===== src/rtl/smb_match_pkg.sv =====
package smb_match_pkg;
  localparam int ADDR_W = 7;
  localparam int NRSV   = 3;
  localparam int NSRC   = NRSV + 1;

  // Source index order: 0 own, 1 alert response, 2 default, 3 host
  localparam int SRC_OWN = 0;

  function automatic logic [ADDR_W-1:0] rsv_addr(input int idx);
    case (idx)
      0:       rsv_addr = 7'b0001100;
      1:       rsv_addr = 7'b1100001;
      default: rsv_addr = 7'b0001000;
    endcase
  endfunction
endpackage


===== src/rtl/smb_addr_cmp.sv =====
module smb_addr_cmp
  import smb_match_pkg::*;
#(
  parameter int AW = ADDR_W,
  parameter int NS = NSRC
) (
  input  logic [AW-1:0] rx_addr,
  input  logic [AW-1:0] own_addr,
  input  logic [NS-1:0] src_en,
  output logic [NS-1:0] hit
);
  for (genvar i = 0; i < NS; i++) begin : g_src
    if (i == SRC_OWN) begin : g_own
      assign hit[i] = src_en[i] && (rx_addr == own_addr);
    end else begin : g_rsv
      localparam logic [AW-1:0] REF = rsv_addr(i - 1);
      assign hit[i] = src_en[i] && (rx_addr == REF);
    end
  end
endmodule


===== src/rtl/smb_flag_bank.sv =====
module smb_flag_bank #(
  parameter int NS = 4
) (
  input  logic          clk,
  input  logic          rst_n,
  input  logic [NS-1:0] set_vec,
  input  logic [NS-1:0] clr_vec,
  output logic [NS-1:0] flags,
  output logic [NS-1:0] flags_nxt
);
  for (genvar i = 0; i < NS; i++) begin : g_flag
    always_comb begin
      if (set_vec[i])      flags_nxt[i] = 1'b1;
      else if (clr_vec[i]) flags_nxt[i] = 1'b0;
      else                 flags_nxt[i] = flags[i];
    end
    always_ff @(posedge clk) begin
      if (!rst_n) flags[i] <= 1'b0;
      else        flags[i] <= flags_nxt[i];
    end
  end
endmodule


===== src/rtl/smb_bus_watch.sv =====
module smb_bus_watch (
  input  logic clk,
  input  logic rst_n,
  input  logic start_pulse,
  input  logic stop_pulse,
  input  logic mid_byte,
  input  logic byte_taken,
  input  logic clr_berr,
  output logic phase_open,
  output logic bus_err
);
  logic misplaced, good_start;

  assign misplaced  = (start_pulse || stop_pulse) && mid_byte;
  assign good_start = start_pulse && !mid_byte;

  always_ff @(posedge clk) begin
    if (!rst_n) begin
      phase_open <= 1'b0;
      bus_err    <= 1'b0;
    end else begin
      if (good_start)                                 phase_open <= 1'b1;
      else if (misplaced || stop_pulse || byte_taken) phase_open <= 1'b0;

      if (misplaced)     bus_err <= 1'b1;
      else if (clr_berr) bus_err <= 1'b0;
    end
  end
endmodule


===== src/rtl/smb_addr_matcher.sv =====
module smb_addr_matcher
  import smb_match_pkg::*;
#(
  parameter int AW = ADDR_W
) (
  input  logic            clk,
  input  logic            rst_n,
  input  logic            addr_valid,
  output logic            addr_ready,
  input  logic [AW:0]     addr_byte,
  input  logic            start_pulse,
  input  logic            stop_pulse,
  input  logic            mid_byte,
  input  logic [AW-1:0]   own_addr,
  input  logic [NSRC-1:0] src_en,
  input  logic            stretch_en,
  input  logic [NSRC-1:0] clr_match,
  input  logic            clr_berr,
  output logic            resp_valid,
  output logic            resp_ack,
  output logic            xmit_mode,
  output logic [NSRC-1:0] match_flags,
  output logic            hold_scl,
  output logic            bus_err
);
  logic [NSRC-1:0] hit, set_vec, flags_nxt;
  logic taken, fire, any_hit, phase_open;

  assign addr_ready = !hold_scl;
  assign taken      = addr_valid && addr_ready;
  assign fire       = taken && phase_open;
  assign any_hit    = |hit;
  assign set_vec    = (fire && any_hit) ? hit : '0;

  smb_addr_cmp #(.AW(AW), .NS(NSRC)) u_cmp (
    .rx_addr (addr_byte[AW:1]),
    .own_addr(own_addr),
    .src_en  (src_en),
    .hit     (hit)
  );

  smb_flag_bank #(.NS(NSRC)) u_flags (
    .clk      (clk),
    .rst_n    (rst_n),
    .set_vec  (set_vec),
    .clr_vec  (clr_match),
    .flags    (match_flags),
    .flags_nxt(flags_nxt)
  );

  smb_bus_watch u_watch (
    .clk        (clk),
    .rst_n      (rst_n),
    .start_pulse(start_pulse),
    .stop_pulse (stop_pulse),
    .mid_byte   (mid_byte),
    .byte_taken (taken),
    .clr_berr   (clr_berr),
    .phase_open (phase_open),
    .bus_err    (bus_err)
  );

  always_ff @(posedge clk) begin
    if (!rst_n) begin
      resp_valid <= 1'b0;
      resp_ack   <= 1'b0;
      xmit_mode  <= 1'b0;
      hold_scl   <= 1'b0;
    end else begin
      resp_valid <= fire;
      resp_ack   <= fire && any_hit;
      if (fire && any_hit) xmit_mode <= addr_byte[0];
      if (fire && any_hit && stretch_en) hold_scl <= 1'b1;
      else if (flags_nxt == '0)          hold_scl <= 1'b0;
    end
  end
endmodule


===== config.mk =====
export PLATFORM = sky130hd
export DESIGN_NAME = smb_addr_matcher
export DESIGN_NICKNAME = d
export VERILOG_FILES = /design/src/rtl/smb_match_pkg.sv /design/src/rtl/smb_addr_cmp.sv /design/src/rtl/smb_flag_bank.sv /design/src/rtl/smb_bus_watch.sv /design/src/rtl/smb_addr_matcher.sv
export SDC_FILE = /design/constraint.sdc
export NUM_CORES = 1
export LEC_CHECK = 0
export BUFFER_PORTS_ARGS = -buffer_cell sky130_fd_sc_hd__clkbuf_2
export CAP_MARGIN = 20
export CORE_MARGIN = 4
export CORE_UTILIZATION = 41
export CTS_CLUSTER_SIZE = 8
export DETAILED_ROUTE_END_ITERATION = 10
export PLACE_DENSITY = 0.81
export SLEW_MARGIN = 20
export SYNTH_ARGS = -nofsm -noshare
export SYNTH_HDL_FRONTEND = slang
export SYNTH_SLANG_ARGS = --single-unit

===== constraint.sdc =====
create_clock -name clk -period 2.6 [get_ports clk]
set_clock_uncertainty 0.2 [all_clocks]
set_input_delay 0.26 -clock clk [delete_from_list [all_inputs] [get_ports clk]]
set_output_delay 0.26 -clock clk [all_outputs]
set_load 0.01 [all_outputs]

After elaboration in Yosys (flattened, before gate mapping). Cells that the tools add are included.

$add $sub $neg: 0. Multipliers: 0. Div/mod/pow operators: 0. $lt $le $gt $ge: 0. Equal/unequal tests: 4. Shifts and indexed selects: 0. Mux-type cells: 15. Bitwise logic cells: 0. Reductions and logical operators: 20.

Operators with widths (number): $eq 7x4->1 const B (2); $mux 1 (14); $logic_and 1x1->1 (10); $eq 7x7->1 (1); $eq 7x7->1 const B (1); $reduce_bool 2->1 (3); $logic_not 4->1 (1); $mux 4 (1); $reduce_or 4->1 (1); $logic_or 1x1->1 (3); $logic_not 1->1 (2).

Flip-flop bits (word level): 10. Bits in latches: 0. Bits in writable memories: 0. ROM bits: 0. Word-level logic and storage cells: 49. Memories kept: 0.

Depth between registers and ports, before layout.
Depth after elaboration: 9. Mapped depth: 5. Mapped depth without buffers: 5.

Hierarchy. Synthesis repeated with hierarchy kept, for this count alone.

Cells, all modules: 61. Area, all modules: 595.6 sq um.

By module, submodules not included: smb_flag_bank (times used 1, cells an instance 16, area each 190.2 sq um, seq. area each 80.1 sq um); smb_addr_matcher (times used 1, cells an instance 20, area each 187.7 sq um, seq. area each 80.1 sq um); smb_addr_cmp (times used 1, cells an instance 17, area each 130.1 sq um, seq. area each 0.0 sq um); smb_bus_watch (times used 1, cells an instance 8, area each 87.6 sq um, seq. area each 40.0 sq um).

Least setup slack after synthesis. Ideal clock, no wire load.

Path kind: input to register. Start point: in addr_byte[5]. End point: reg xmit_mode. Arrival time: 1255 ps. Path slack: 1023 ps. Stages: 5. Cells stage by stage: or4b_1 > nor3_2 > a21bo_1 > nor2_1 > mux2i_1.

Cells in the longest elaborated chain, start to end: 4.

RTL lines: start: declaration (line smb_addr_matcher.sv:10) `input logic [AW:0] addr_byte,`; $eq 7x7->1, or another cell as far along (line smb_addr_cmp.sv:14) `assign hit[i] = src_en[i] && (rx_addr == own_addr);`; $logic_and 1x1->1 (on tied branches) (line smb_addr_cmp.sv:14, smb_addr_cmp.sv:17); $reduce_or 4->1 * (line smb_addr_matcher.sv:32) `assign any_hit = |hit;`; $logic_and 1x1->1 * (line smb_addr_matcher.sv:72) `if (fire && any_hit) xmit_mode <= addr_byte[0];`; end signal: assignment (line smb_addr_matcher.sv:72); end: declaration (line smb_addr_matcher.sv:21) `output logic xmit_mode,`.

Mark *: on every way between the ends. The rest lies on a longest branch, timed or not. A chain may end at the register's enable or synchronous reset.

Final worst setup path.
Start point: reg hold_scl. End point: reg xmit_mode.

Cells in the longest elaborated chain, start to end: 4.

RTL lines: start: declaration (line smb_addr_matcher.sv:23) `output logic hold_scl,`; start signal: assignment (line smb_addr_matcher.sv:68) `hold_scl <= 1'b0;`; start signal: assignment (line smb_addr_matcher.sv:73) `if (fire && any_hit && stretch_en) hold_scl <= 1'b1;`; start signal: assignment (line smb_addr_matcher.sv:74) `else if (flags_nxt == '0) hold_scl <= 1'b0;`; $logic_not 1->1 (line smb_addr_matcher.sv:29) `assign addr_ready = !hold_scl;`; $logic_and 1x1->1 (line smb_addr_matcher.sv:30) `assign taken = addr_valid && addr_ready;`; $logic_and 1x1->1 (line smb_addr_matcher.sv:31) `assign fire = taken && phase_open;`; $logic_and 1x1->1 (line smb_addr_matcher.sv:72).

Every way passes these cells.

==> results.rst <==
.. list-table::
   :header-rows: 1

   * - Metric
     - Value
   * - Kind of start point of the critical path
     - flop
   * - Vias after detailed routing
     - 583
   * - Setup TNS
     - 0 ns
   * - Multi-input gate area in the final layout
     - 337 um2
   * - Global-route wire length before repair
     - around 2.2 mm
   * - Final period demand of the worst path
     - between 1.5 and 2 ns
   * - Nets
     - ~140
   * - DP Wirelength
     - 1.19 mm
   * - Arrival time of data at the critical path endpoint
     - 1.63 ns
   * - Placeable core region
     - 0.00128 mm2
   * - Area leader, netlist
     - sky130_fd_sc_hd__dfxtp_1
   * - Synth Warn #
     - 0
   * - Worst setup EP type
     - flop
   * - Number of clock buffers inserted by TritonCTS
     - 3
   * - Global route total overflow
     - 0
   * - Total Routed Length
     - 1.40 mm
   * - Fill count
     - 118
   * - Starting density of the core
     - 43.2%
   * - Synthesized area per cell
     - ~9.3 um2
   * - Most common library cell in the layout ignoring fill and taps
     - sky130_fd_sc_hd__clkbuf_2
   * - P&R area growth vs syn
     - 45.3%
   * - Die height
     - 44.8 um
   * - Final max-slew violation count
     - 0
   * - Switching power
     - between 0.00008 and 0.00009 W
   * - Final worst path period share
     - 62.7%
   * - Ratio of cells with drive above 1 in the final layout
     - approximately 45%
   * - Most frequent cells in the layout
     - 40 x sky130_fd_sc_hd__clkbuf_2, 10 x sky130_fd_sc_hd__dfxtp_1, 7 x sky130_fd_sc_hd__xnor2_1
   * - Count of input and output buffers
     - 40
   * - Total setup violations reported at the end of the flow
     - 0
   * - Cts repair resizes
     - 0
   * - Count of mapped cells out of synthesis
     - 60
   * - Number of top-level pins
     - 41
   * - Post-Place Cells
     - 114
   * - Setup repair after global routing missed its margin
     - no
   * - Clock sink total
     - 10
   * - Cell leakage power
     - 0.393 nW
   * - Fraction of power consumed by the clock network
     - roughly two fifths
   * - Count of different cell masters after synthesis
     - 27
   * - Number of buffers between clock root and the deepest sink
     - 2
   * - Antenna diode instance count
     - 0
   * - Per-cell routed wire length
     - roughly 12 um
   * - Count of state elements after synthesis
     - 10
   * - Drt initial violations
     - 8
   * - Maximum number of pins on one net before global-route repair
     - 12
   * - Clock Pin Slew Worst Setup and Hold Paths
     - 0.07 ns
   * - Pre-Repair DR Iteration Count
     - 4
   * - Power per cell area
     - about 440 mW/mm2
   * - Mean number of vias per cell
     - 4.94
   * - Worst min path class
     - input pin to flop
   * - Area taken by flip-flops and latches
     - around 200 um2
   * - Slew @ Worst Pin
     - 0.417 ns
   * - Combinational group share of total power
     - 15.2%
   * - Cell internal pwr
     - 0.000271 W
   * - Max-cap violation count
     - 0
   * - Final weighted congestion in routability-driven placement
     - between 0.8 and 0.9
   * - Global-route total usage across every layer
     - 14.8%
   * - Worst-skew pair later-pin latency
     - ~0.27 ns
   * - Fmax
     - a little over 600 MHz
   * - Area contributors post-synth
     - sky130_fd_sc_hd__dfxtp_1 36%, sky130_fd_sc_hd__xnor2_1 11%, sky130_fd_sc_hd__nand2b_1 4.5%, sky130_fd_sc_hd__mux2i_1 3.6%, sky130_fd_sc_hd__nand4_1 3.4%
   * - H-tree depth reported by CTS
     - 1
   * - Setup repair bufs after CTS
     - 0
   * - Summed instance area of the synthesized netlist
     - 556 um2
   * - Sequential cell area fraction in the yosys report
     - 36.0%
   * - Routed Antenna Nets
     - 0
   * - Clock tree from TritonCTS
     - done
   * - Register share of total power
     - 43.9%
   * - Worst slew margin
     - roughly 70%
   * - Detailed-route DRC error count
     - 0
   * - Worst setup path class
     - flop to flop
   * - Core Rows
     - 13
   * - Switching Share
     - 23.6%
   * - Crit path required time
     - around 2.6 ns
   * - Worst-path maximum fanout
     - 6
   * - Floorplan die area
     - 0.00201 mm2
   * - Number of global-route vias before repair
     - 506
   * - Root buffer selected by CTS
     - sky130_fd_sc_hd__clkbuf_4
   * - Yosys top cell area share
     - 36.0%
   * - Net count after synthesis
     - 91
   * - Die span in x
     - 44.8 um
   * - Number of cells in the finished layout apart from fillers
     - 118
   * - Run status
     - complete, no violations
   * - Largest voltage drop on the vdd net
     - 0.222 mV
   * - Count of final hold-check violations
     - 0
   * - Initial antenna violation count
     - 0
   * - Hold buffer count at cts
     - 0
[cells by family (layout without fill, tap and decap cells)]
logic type,Yosys count,after routing,share of synthesized area [%]
simple gates,24,24,29.7
compound gates,12,12,16.2
flops,10,10,36.0
xor+xnor,7,7,11.0
buf+inv,5,48,3.38
mux,2,2,3.60
[path summary, 6_finish.rpt]
path	start	end	slack (ns)	cells after the start
setup / recovery	hold_scl	xmit_mode	0.97	5
hold / removal	stretch_en	hold_scl	0.02	3
setup reg to reg	hold_scl	xmit_mode	0.97	5
hold reg to reg	xmit_mode	xmit_mode	0.28	2
[routing by layer]
layer	wire (um)	GRT usage, %	vias to the layer above
met5	0	0	-
met4	25	8.77	0
met3	74	1.59	4
met2	676	24.4	19
met1	623	18.5	262
li1	-	-	298
[power by group through the flow]
stage	clock, W	sequential, W	combinational, W
after global placement	0	0.000159	0.0000528
after detailed placement	0	0.000160	0.0000540
after CTS	0.000149	0.000156	0.0000543
final	0.000145	0.000156	0.0000541
after global routing	0.000152	0.000156	0.0000597
after floorplan	0	0.000160	0.0000221
[sequential cells by signal, indices dropped and copies added, names as in the netlist]
| name | cells |
|---|---|
| u_flags.flags | 4 |
| hold_scl | 1 |
| resp_ack | 1 |
| resp_valid | 1 |
| u_watch.bus_err | 1 |
| u_watch.phase_open | 1 |
| xmit_mode | 1 |
[area by class of cell]
| class | instances | area share (%) |
|---|---|---|
| Multi-Input combinational cell | 45 | 41.7 |
| Sequential cell | 10 | 24.8 |
| Timing Repair Buffer | 40 | 24.8 |
| Clock buffer | 4 | 4.50 |
| Tap cell | 15 | 2.33 |
| Inverter | 4 | 1.86 |
[synth_stat cells]
cell type / count
sky130_fd_sc_hd__a2111oi_0: 1
sky130_fd_sc_hd__a211oi_1: 1
sky130_fd_sc_hd__a21bo_1: 1
sky130_fd_sc_hd__a21boi_0: 2
sky130_fd_sc_hd__a21boi_1: 2
sky130_fd_sc_hd__and2_1: 1
sky130_fd_sc_hd__and3b_1: 1
sky130_fd_sc_hd__and4b_1: 1
sky130_fd_sc_hd__clkbuf_1: 1
sky130_fd_sc_hd__dfxtp_1: 10
sky130_fd_sc_hd__inv_1: 4
sky130_fd_sc_hd__mux2i_1: 2
sky130_fd_sc_hd__nand2_1: 2
sky130_fd_sc_hd__nand2b_1: 4
sky130_fd_sc_hd__nand3_1: 1
sky130_fd_sc_hd__nand4_1: 3
sky130_fd_sc_hd__nand4b_1: 1
sky130_fd_sc_hd__nor2_1: 3
sky130_fd_sc_hd__nor2b_1: 3
sky130_fd_sc_hd__nor3_2: 1
sky130_fd_sc_hd__nor3_4: 1
sky130_fd_sc_hd__nor4b_1: 1
sky130_fd_sc_hd__o2111ai_1: 1
sky130_fd_sc_hd__o21a_1: 2
sky130_fd_sc_hd__o21ai_0: 2
sky130_fd_sc_hd__or4b_1: 1
sky130_fd_sc_hd__xnor2_1: 7
[worst max-delay path, cell delays in order, from the launching register on]
cell,delay (ns)
sky130_fd_sc_hd__dfxtp_1,0.40
sky130_fd_sc_hd__and3b_1,0.26
sky130_fd_sc_hd__nor2b_1,0.15
sky130_fd_sc_hd__a21bo_1,0.20
sky130_fd_sc_hd__nor2_1,0.16
sky130_fd_sc_hd__mux2i_1,0.19
[through the flow]
step                util (%)  power, W  area (um2)  worst slack [ns]  hold slack (ns)
finish                  62.8  0.000355         807             0.970           0.0204
global route            62.8  0.000368         807             0.874           0.0256
CTS                     62.8  0.000359         807             0.983           0.0130
detailed placement      60.0  0.000214         771             0.858            0.264
global placement        60.0  0.000212         771             0.878            0.253
floorplan                  -  0.000182         556              1.02            0.199
Power figures use the tool's default switching activity.
